$ cat src/rtl/pk_satalu_pkg.sv
package pk_satalu_pkg;
   localparam int WORD_W = 16;
   localparam int BYTE_W = 8;

   typedef enum logic [2:0] {
      OP_ADDS = 3'd0,
      OP_SUBS = 3'd1,
      OP_AVGB = 3'd2,
      OP_DACC = 3'd3,
      OP_MAGW = 3'd4
   } op_e;

   function automatic logic op_valid(input logic [2:0] o);
      return o <= 3'd4;
   endfunction

   function automatic logic op_two_cycle(input logic [2:0] o);
      return (o == OP_DACC) || (o == OP_MAGW);
   endfunction

   function automatic logic op_to_partner(input logic [2:0] o);
      return (o == OP_ADDS) || (o == OP_SUBS) || (o == OP_DACC);
   endfunction

   // magnitude of a signed word, 17 bits so that -32768 maps to 32768
   function automatic logic [WORD_W:0] word_mag(input logic [WORD_W-1:0] w);
      logic [WORD_W:0] ext;
      ext = {w[WORD_W-1], w};
      return w[WORD_W-1] ? (~ext + 1'b1) : ext;
   endfunction
endpackage

$ cat src/rtl/pk_word_lanes.sv
module pk_word_lanes
   import pk_satalu_pkg::*;
#(
   parameter int NWORDS = 4
) (
   input  logic                     do_sub,
   input  logic [NWORDS*WORD_W-1:0] a,
   input  logic [NWORDS*WORD_W-1:0] b,
   output logic [NWORDS*WORD_W-1:0] sat_out,
   output logic [NWORDS-1:0]        b_bigger
);
   localparam logic signed [WORD_W:0] MAXV = 17'sd32767;
   localparam logic signed [WORD_W:0] MINV = -17'sd32768;

   initial begin
      if (NWORDS < 1) $error("pk_word_lanes: NWORDS must be at least 1");
   end

   for (genvar w = 0; w < NWORDS; w++) begin : g_word
      logic signed [WORD_W:0] xa, xb, s;
      always_comb begin
         xa = {a[w*WORD_W+WORD_W-1], a[w*WORD_W +: WORD_W]};
         xb = {b[w*WORD_W+WORD_W-1], b[w*WORD_W +: WORD_W]};
         s  = do_sub ? (xa - xb) : (xa + xb);
         if (s > MAXV)      sat_out[w*WORD_W +: WORD_W] = 16'h7FFF;
         else if (s < MINV) sat_out[w*WORD_W +: WORD_W] = 16'h8000;
         else               sat_out[w*WORD_W +: WORD_W] = s[WORD_W-1:0];
         b_bigger[w] = word_mag(b[w*WORD_W +: WORD_W]) > word_mag(a[w*WORD_W +: WORD_W]);
      end

      // two non-negative words never add to a negative result
      always_comb begin
         if (!do_sub && !a[w*WORD_W+WORD_W-1] && !b[w*WORD_W+WORD_W-1])
            a_r2_pos_sum_nonneg: assert (!sat_out[w*WORD_W+WORD_W-1]);
      end
   end
endmodule

$ cat src/rtl/pk_byte_lanes.sv
module pk_byte_lanes
   import pk_satalu_pkg::*;
#(
   parameter int NBYTES = 8
) (
   input  logic [NBYTES*BYTE_W-1:0] a,
   input  logic [NBYTES*BYTE_W-1:0] b,
   input  logic [NBYTES*BYTE_W-1:0] acc_d,
   input  logic [NBYTES*BYTE_W-1:0] acc_base,
   output logic [NBYTES*BYTE_W-1:0] avg_out,
   output logic [NBYTES*BYTE_W-1:0] dist_out,
   output logic [NBYTES*BYTE_W-1:0] acc_out
);
   initial begin
      if (NBYTES < 1) $error("pk_byte_lanes: NBYTES must be at least 1");
   end

   for (genvar k = 0; k < NBYTES; k++) begin : g_byte
      logic [BYTE_W-1:0] ua, ub, ud, ubase;
      logic [BYTE_W:0]   avg_sum, acc_sum;
      always_comb begin
         ua      = a[k*BYTE_W +: BYTE_W];
         ub      = b[k*BYTE_W +: BYTE_W];
         ud      = acc_d[k*BYTE_W +: BYTE_W];
         ubase   = acc_base[k*BYTE_W +: BYTE_W];
         avg_sum = {1'b0, ua} + {1'b0, ub} + 9'd1;
         avg_out[k*BYTE_W +: BYTE_W]  = avg_sum[BYTE_W:1];
         dist_out[k*BYTE_W +: BYTE_W] = (ua > ub) ? (ua - ub) : (ub - ua);
         acc_sum = {1'b0, ud} + {1'b0, ubase};
         acc_out[k*BYTE_W +: BYTE_W]  = acc_sum[BYTE_W] ? {BYTE_W{1'b1}} : acc_sum[BYTE_W-1:0];
      end

      // the rounded mean lies between the two inputs
      always_comb begin
         a_r4_avg_between: assert (avg_out[k*BYTE_W +: BYTE_W] >= ((ua < ub) ? ua : ub) &&
                                   avg_out[k*BYTE_W +: BYTE_W] <= ((ua > ub) ? ua : ub));
      end
      // accumulation never drops below the base byte
      always_comb begin
         a_r5_acc_no_wrap: assert (acc_out[k*BYTE_W +: BYTE_W] >= ubase);
      end
   end
endmodule

$ cat src/rtl/pk_seq.sv
module pk_seq
   import pk_satalu_pkg::*;
(
   input  logic       clk,
   input  logic       rst_n,
   input  logic       start,
   input  logic [2:0] op,
   output logic       take1,
   output logic       take2,
   output logic       busy,
   output logic       done
);
   logic ok;
   always_comb begin
      ok    = start && !busy && op_valid(op);
      take1 = ok && !op_two_cycle(op);
      take2 = ok && op_two_cycle(op);
   end

   always_ff @(posedge clk or negedge rst_n) begin
      if (!rst_n) begin
         busy <= 1'b0;
         done <= 1'b0;
      end else begin
         busy <= take2;
         done <= take1 || busy;
      end
   end

   a_r8_busy_one_cycle: assert property (@(posedge clk) disable iff (!rst_n)
      busy |=> !busy);
   a_r8_busy_then_done: assert property (@(posedge clk) disable iff (!rst_n)
      busy |=> done);
   a_r5_no_early_done: assert property (@(posedge clk) disable iff (!rst_n)
      take2 |=> !done);
   a_r9_bad_op_silent: assert property (@(posedge clk) disable iff (!rst_n)
      (start && !busy && !op_valid(op)) |=> !done);
endmodule

$ cat src/rtl/pk_satalu.sv
module pk_satalu
   import pk_satalu_pkg::*;
#(
   parameter int DATA_W = 64,
   parameter int IDX_W  = 3
) (
   input  logic              clk,
   input  logic              rst_n,
   input  logic              start,
   input  logic [2:0]        op,
   input  logic [IDX_W-1:0]  dst_idx,
   input  logic [DATA_W-1:0] opnd_reg,
   input  logic [DATA_W-1:0] opnd_src,
   input  logic [DATA_W-1:0] partner_val,
   output logic [DATA_W-1:0] res,
   output logic [IDX_W-1:0]  wr_idx,
   output logic              wr_partner,
   output logic              done
);
   localparam int NWORDS = DATA_W / WORD_W;
   localparam int NBYTES = DATA_W / BYTE_W;
   localparam logic [IDX_W-1:0] FLIP = {{(IDX_W-1){1'b0}}, 1'b1};

   initial begin
      if (DATA_W % WORD_W != 0) $error("pk_satalu: DATA_W must be a multiple of 16");
      if (IDX_W < 1)            $error("pk_satalu: IDX_W must be at least 1");
   end

   logic take1, take2, busy;
   logic [DATA_W-1:0] sat_w, avg_b, dist_b, acc_b, fin;
   logic [NWORDS-1:0] bigger;

   // stage-one state for the two-cycle operations
   logic [DATA_W-1:0] s1_x, s1_y;
   logic [NWORDS-1:0] s1_sel;
   logic              s1_dacc;
   logic [IDX_W-1:0]  s1_dst;

   pk_seq u_seq (
      .clk(clk), .rst_n(rst_n), .start(start), .op(op),
      .take1(take1), .take2(take2), .busy(busy), .done(done)
   );

   pk_word_lanes #(.NWORDS(NWORDS)) u_words (
      .do_sub(op == OP_SUBS), .a(opnd_reg), .b(opnd_src),
      .sat_out(sat_w), .b_bigger(bigger)
   );

   pk_byte_lanes #(.NBYTES(NBYTES)) u_bytes (
      .a(opnd_reg), .b(opnd_src), .acc_d(s1_x), .acc_base(s1_y),
      .avg_out(avg_b), .dist_out(dist_b), .acc_out(acc_b)
   );

   always_ff @(posedge clk or negedge rst_n) begin
      if (!rst_n) begin
         s1_x    <= '0;
         s1_y    <= '0;
         s1_sel  <= '0;
         s1_dacc <= 1'b0;
         s1_dst  <= '0;
      end else if (take2) begin
         s1_dacc <= (op == OP_DACC);
         s1_x    <= (op == OP_DACC) ? dist_b : opnd_reg;
         s1_y    <= (op == OP_DACC) ? partner_val : opnd_src;
         s1_sel  <= bigger;
         s1_dst  <= dst_idx;
      end
   end

   // second stage: pick accumulate result or per-word winner
   for (genvar w = 0; w < NWORDS; w++) begin : g_pick
      always_comb begin
         if (s1_dacc)
            fin[w*WORD_W +: WORD_W] = acc_b[w*WORD_W +: WORD_W];
         else
            fin[w*WORD_W +: WORD_W] = s1_sel[w] ? s1_y[w*WORD_W +: WORD_W]
                                                : s1_x[w*WORD_W +: WORD_W];
      end
      // the chosen word is never smaller in magnitude than the other one
      always_comb begin
         if (busy && !s1_dacc)
            a_r6_mag_winner: assert (
               word_mag(fin[w*WORD_W +: WORD_W]) >= word_mag(s1_x[w*WORD_W +: WORD_W]) &&
               word_mag(fin[w*WORD_W +: WORD_W]) >= word_mag(s1_y[w*WORD_W +: WORD_W]));
      end
   end

   always_ff @(posedge clk or negedge rst_n) begin
      if (!rst_n) begin
         res        <= '0;
         wr_idx     <= '0;
         wr_partner <= 1'b0;
      end else if (take1) begin
         res        <= (op == OP_AVGB) ? avg_b : sat_w;
         wr_partner <= op_to_partner(op);
         wr_idx     <= op_to_partner(op) ? (dst_idx ^ FLIP) : dst_idx;
      end else if (busy) begin
         res        <= fin;
         wr_partner <= s1_dacc;
         wr_idx     <= s1_dacc ? (s1_dst ^ FLIP) : s1_dst;
      end
   end

   a_r10_hold: assert property (@(posedge clk) disable iff (!rst_n)
      (!take1 && !busy) |=> $stable(res) && $stable(wr_idx));
endmodule

$ cat config.mk
export PLATFORM = sky130hd
export DESIGN_NAME = pk_satalu
export DESIGN_NICKNAME = d
export VERILOG_FILES = /design/src/rtl/pk_satalu_pkg.sv /design/src/rtl/pk_word_lanes.sv /design/src/rtl/pk_byte_lanes.sv /design/src/rtl/pk_seq.sv /design/src/rtl/pk_satalu.sv
export SDC_FILE = /design/constraint.sdc
export NUM_CORES = 2
export LEC_CHECK = 0
export BUFFER_PORTS_ARGS = -buffer_cell sky130_fd_sc_hd__buf_2
export CAP_MARGIN = 20
export CELL_PAD_IN_SITES_DETAIL_PLACEMENT = 0
export CELL_PAD_IN_SITES_GLOBAL_PLACEMENT = 2
export CORE_MARGIN = 2
export CORE_UTILIZATION = 40
export DETAILED_ROUTE_END_ITERATION = 8
export PLACE_DENSITY_LB_ADDON = 0.12
export SLEW_MARGIN = 20
export SYNTH_ARGS = -nofsm -noshare
export SYNTH_HDL_FRONTEND = slang
export SYNTH_HIERARCHICAL = 1
export SYNTH_SLANG_ARGS = --single-unit
$ cat constraint.sdc
create_clock -name clk -period 6.8 [get_ports clk]
set_input_delay 0 -clock clk [delete_from_list [all_inputs] [get_ports clk]]
set_output_delay 0 -clock clk [all_outputs]
set_load 0.005 [all_outputs]
Word level (Yosys, flattened, before mapping):

Cells that the tools add are included.

* flip-flop bits (word level): 206
* output and inout bits: 69
* word-level logic and storage cells: 168

* $add $sub $neg: 56
* order comparisons: 21
* eq/ne operators: 4
* mux-type cells: 55
* bitwise operators: 10
* reductions and logical operators: 12

Operators with widths (number)
* $mux W64: 5
* $mux W16: 16
* $mux W17: 12
* $add A8 B8 Y9: 16
* $add A17 B1 Y17 const B: 8
* $not A17 Y17: 8
* $mux W8: 16
* $sub A8 B8 Y8: 16
* $add A9 B1 Y9 const B: 8
* $add A16 B16 Y17: 4
* $gt A17 B16 Y1 const B: 4
* $gt A17 B17 Y1: 4
* $lt A17 B16 Y1 const B: 4
* $sub A16 B16 Y17: 4
* $gt A8 B8 Y1: 8
* $eq A3 B2 Y1 const B: 2
* $mux W3: 2
* $logic_and A1 B1 Y1: 4
* $logic_or A1 B1 Y1: 4
* $mux W1: 4
* $eq A3 B1 Y1 const B: 1
* $eq A3 B3 Y1 const B: 1
* $le A3 B3 Y1 const B: 1
* $logic_not A3 Y1: 1
* other kinds (3): 5

Logic depth before layout (Yosys ltp):

* depth in word-level cells: 7
* mapped depth: 20

By module:

The synthesis kept the hierarchy.

By module, submodules not included
* pk_byte_lanes: instances 1, cells each 1466, area an instance 10908.0 um^2
* pk_satalu: instances 1, cells each 1112, area an instance 10576.4 um^2
* pk_word_lanes: instances 1, cells each 1197, area an instance 8420.6 um^2
* pk_seq: instances 1, cells each 9, area an instance 96.3 um^2

Worst setup path before layout:

Ideal clock, no wire load.

* path type: input to register
* start point: input port opnd_src[33]
* end point: register res[33]
* setup time: 90 ps
* arrival: 3998 ps
* required time: 6710 ps
* slack: 2712 ps
* stages: 19
* path buffers: 2
* cell sequence: or3_1 or3_4 or3_4 or3_4 nor2_1 ha_1 a21o_1 ha_1 clkbuf_1 a21oi_1 o21ai_0 a21o_1 a41o_1 xnor2_1 nand3_1 clkbuf_1 a21oi_1 mux2i_1 o221ai_1

* longest elaborated chain between the ends: 7

RTL lines
* start, declared: RTL line pk_satalu.sv:13 `input logic [DATA_W-1:0] opnd_src,`
* $add A16 B16 Y17 or $sub A16 B16 Y17 (tied branches): RTL line pk_word_lanes.sv:24 `s = do_sub ? (xa - xb) : (xa + xb);`
* $mux W17 (*): RTL line pk_word_lanes.sv:24
* $lt A17 B16 Y1: RTL line pk_word_lanes.sv:26 `else if (s < MINV) sat_out[w*WORD_W +: WORD_W] = 16'h8000;`
* $mux W16: RTL line pk_word_lanes.sv:26
* $mux W16 (*): RTL line pk_word_lanes.sv:25 `if (s > MAXV) sat_out[w*WORD_W +: WORD_W] = 16'h7FFF;`
* net sat_w[33]: RTL line pk_satalu.sv:30 `logic [DATA_W-1:0] sat_w, avg_b, dist_b, acc_b, fin;`
* $mux W64 (*): RTL line pk_satalu.sv:94 `res <= (op == OP_AVGB) ? avg_b : sat_w;`
* $mux W64 (*): RTL line pk_satalu.sv:93 `end else if (take1) begin`
* end signal, assigned: RTL line pk_satalu.sv:94
* end signal, assigned: RTL line pk_satalu.sv:98 `res <= fin;`
* end, declared: RTL line pk_satalu.sv:15 `output logic [DATA_W-1:0] res,`

The timed path passes the listed nets; every way through them passes the cells marked *.
A chain may end at the register's enable or synchronous reset.

Worst setup path in the final report:

* start point: input port op[0]
* end point: register res[36]

* longest elaborated chain between the ends: 7

RTL lines
* start, declared: RTL line pk_satalu.sv:10 `input logic [2:0] op,`
* $eq A3 B1 Y1 (*): RTL line pk_satalu.sv:45 `.do_sub(op == OP_SUBS), .a(opnd_reg), .b(opnd_src),`
* $mux W17 (*): RTL line pk_word_lanes.sv:24
* $lt A17 B16 Y1: RTL line pk_word_lanes.sv:26
* $mux W16: RTL line pk_word_lanes.sv:26
* $mux W16 (*): RTL line pk_word_lanes.sv:25
* net sat_w[36]: RTL line pk_satalu.sv:30
* $mux W64 (*): RTL line pk_satalu.sv:94
* $mux W64 (*): RTL line pk_satalu.sv:93

Marks and branches as above.

==> qor.yml <==
status: "finished clean"
track_usage: 0.277
cp.required_ns: 7.21
maxSlewHeadroom: 0.270
clkLatencyLatePin_ns: 0.59
ctsResizeCount: 0
worstSetupPathType: "in -> reg"
reg2reg_depth: 9
first_iter_violations: 1921
min_path_cells: 5
vdd_drop_max_uv: 190
seqCellArea_sq_mm: 0.00516
r2r-start: "s1_x[24]"
highest_layer: "met5"
cts_max_path_buffers: 3
synthDistinctLibCells: 96
htree_levels: 1
post_cts_buffers: 0
setup_viol: 0
initial_core_util: 0.404
globalplace.congestion: 0.868
antenna_found_initial: 3
power.leakage_nw: 15.6
nets: 4753
reg2reg_setup_slack_ns: 3.59
wl_per_cell_um: 21.6
critPathMaxFanout: 17
hold_path_end: "s1_x[0]"
p_per_area_mw_per_mm2: 231
async_flop_share: 1.00
portBuffers: 269
via_per_inst: 5.76
core_sq_mm: 0.0743
multi_input_area_sq_mm: 0.0231
finClkSkew_ns: 0.0201
gr-total-overflow: 0
rows: 100
netlist_instances: 3784
cts.clk_slew.worst_paths_ns: 0.06
syn_area_sq_mm: 0.0300
setup_tns_ns: 0
dieHeight_um: 278
io_pins: 270
drt_drc_violations_left: 0
yosys_warnings: 6
finalHoldViolCount: 0
cts_buffers: 28
synth_edf_count: 0
start_kind: "primary input"
cts_hold_buffers: 202
ys_ff_latch: 206
grt_pass1_wl_um: 170000
grt_setup_unrepaired: "false"
met3_length_um: 5680
timing.fmax_ghz: 0.210
die_w_um: 278
worst_pin_slew_ns: 1.10
period_minus_slack_ns: 4.76
ys_seq_area_frac: 0.172
ant_nets: 0
die_area_sq_mm: 0.0772
dpl.hpwl_um: 80900
cts_tree: "built"
placedInstanceArea_sq_mm: 0.0319
slew_viol_final: 0
cts_root_buf: "clkbuf_16"
endpoint_kind: "flip-flop"
cap_violations: 0
firstDrtPassIters: 5
fin_area_sq_mm: 0.0349
drt_wl_total_um: 110000
drive_above_1_share: 0.103
cts_sinks: 206
arrival_ns: 5.16
vias: 29423
grt_pass1_vias: 28524
r2r-end: "res[27]"
hp-class: "in -> reg"
n_fill_cell: 7639
area_delta_synth_final_pct: 16.3
wl_met1_um: 51900
hp-start: "opnd_src[0]"
grt_max_degree: 193
route.met2.wl_um: 50700
synth.avg_cell_area_sq_um: 7.93
finalCritPeriodShare: 0.700
ys.flop_type: "dfrtp_1"
## worst max path at each step
stage / slack (ns) / startpoint / cells after the start / to
floorplan: 2.71 / opnd_src[33] / 19 / res[33]
global placement: 1.92 / opnd_src[33] / 18 / res[36]
detailed placement: 1.87 / opnd_src[33] / 18 / res[36]
CTS: 2.11 / op[0] / 17 / res[36]
global route: 1.65 / op[0] / 17 / res[36]
finish: 2.04 / op[0] / 17 / res[36]
## placed cells by master, fill, tap and decap left out, types with 70 or more instances in the layout
| master | Yosys | routed |
|---|---|---|
| a21o_1 | 90 | 90 |
| a21oi_1 | 260 | 259 |
| a31oi_1 | 154 | 154 |
| buf_2 | 56 | 268 |
| dfrtp_1 | 206 | 203 |
| dlygate4sd3_1 | 0 | 202 |
| ha_1 | 396 | 396 |
| inv_1 | 222 | 222 |
| mux2i_1 | 164 | 164 |
| nand2_1 | 462 | 461 |
| nand2b_1 | 92 | 92 |
| nor2_1 | 274 | 274 |
| o21ai_0 | 165 | 165 |
| o221ai_1 | 70 | 70 |
| xnor2_1 | 185 | 185 |
| xor2_1 | 134 | 134 |
## layer usage
| layer | vias to the layer above | GRT usage |
|---|---|---|
| li1 | 14344 | - |
| met1 | 14239 | 0.384 |
| met2 | 728 | 0.461 |
| met3 | 106 | 0.0339 |
| met4 | 6 | 0.0575 |
| met5 | - | 0 |
## logic make-up (layout without fill, tap and decap cells)
kind of cell | after synthesis | after routing | synth area share
simple gates | 1148 | 1148 | 0.182
fa+ha+maj | 448 | 448 | 0.195
other cells | 1 | 5 | 0.000125
buf+inv | 414 | 767 | 0.0590
mux | 176 | 176 | 0.0592
xor+xnor | 319 | 319 | 0.0931
compound gates | 1072 | 1072 | 0.240
flops | 206 | 206 | 0.172
## cell type report
class,count,area share
diodes,1,0.0000717
clock buffers,39,0.0233
clock inverters,11,0.00495
inverters,224,0.0241
multi-input cells,3167,0.663
flip-flops and latches,206,0.148
well taps,969,0.0347
repair buffers,493,0.102
## Yosys cell counts (9+ instances only)
| library cell | count | share of area |
|---|---|---|
| mux2i_1 | 164 | 0.055 |
| or3_1 | 29 | 0.0060 |
| a21oi_1 | 260 | 0.043 |
| o21a_1 | 18 | 0.0045 |
| o221ai_1 | 70 | 0.020 |
| a221oi_1 | 11 | 0.0032 |
| or4_1 | 23 | 0.0058 |
| buf_1 | 13 | 0.0016 |
| xnor2_1 | 185 | 0.054 |
| nand3_1 | 27 | 0.0045 |
| nand3b_1 | 19 | 0.0048 |
| fa_1 | 36 | 0.024 |
| maj3_1 | 16 | 0.0053 |
| a31oi_1 | 154 | 0.032 |
| ha_1 | 396 | 0.17 |
| o211ai_1 | 14 | 0.0035 |
| and2_1 | 21 | 0.0044 |
| nand2b_1 | 92 | 0.019 |
| a41oi_1 | 11 | 0.0032 |
| a32oi_1 | 63 | 0.018 |
| inv_1 | 222 | 0.028 |
| buf_2 | 56 | 0.0093 |
| o31ai_1 | 24 | 0.0060 |
| and3_1 | 9 | 0.0019 |
| a21o_1 | 90 | 0.023 |
| nor3_1 | 55 | 0.0092 |
| a211oi_1 | 53 | 0.013 |
| nor2_1 | 274 | 0.034 |
| clkbuf_1 | 107 | 0.013 |
| o21ai_0 | 165 | 0.028 |
| o21bai_1 | 25 | 0.0063 |
| nor4_1 | 11 | 0.0023 |
| nor2b_1 | 40 | 0.0083 |
| nand4_1 | 24 | 0.0050 |
| dfrtp_1 | 206 | 0.17 |
| xor2_1 | 134 | 0.039 |
| o31a_1 | 12 | 0.0035 |
| or2_2 | 15 | 0.0031 |
| mux2_2 | 12 | 0.0045 |
| o21ba_2 | 18 | 0.0060 |
| nand2_1 | 462 | 0.058 |
## report_power, final
group / total, mW / switching [mW] / internal, mW
combinational: 4.37 / 2.41 / 1.96
clock: 1.63 / 0.651 / 0.981
sequential: 2.08 / 0.504 / 1.58
total: 8.08 / 3.56 / 4.52
## registers in the layout, summed over array words and instances, names as in the netlist
| signal | flops |
|---|---|
| res | 64 |
| s1_x | 64 |
| s1_y | 64 |
| s1_sel | 4 |
| s1_dst | 3 |
| wr_idx | 3 |
| s1_dacc | 1 |
| u_seq/busy | 1 |
| u_seq/done | 1 |
| wr_partner | 1 |
## through the flow
stage | hold WS, ns | total power [mW] | worst slack (ns) | cells | utilization
after global routing | 0.0722 | 8.68 | 1.65 | 5109 | 0.470
after global placement | 0.110 | 6.25 | 1.92 | 4857 | 0.429
after floorplan | -0.296 | 4.81 | 2.71 | 3787 | -
final | 0.0476 | 8.08 | 2.04 | 5110 | 0.470
after detailed placement | 0.111 | 6.22 | 1.87 | 4857 | 0.429
after CTS | 0.00620 | 8.10 | 2.11 | 5109 | 0.470
## worst max-delay path, cell delays in order
cell           delay, ns
dlygate4sd3_1       0.52
buf_2               0.19
nor3b_2             0.22
clkinv_1            0.60
buf_4               0.47
and2_2              0.21
xnor2_1             0.12
ha_1                0.33
and2_1              0.25
nor2b_1             0.16
a211o_1             0.29
o41a_1              0.32
o41a_1              0.14
a21oi_1             0.73
o21ai_0             0.27
mux2i_1             0.18
o221ai_1            0.13
(Power assumes the default switching activity.)
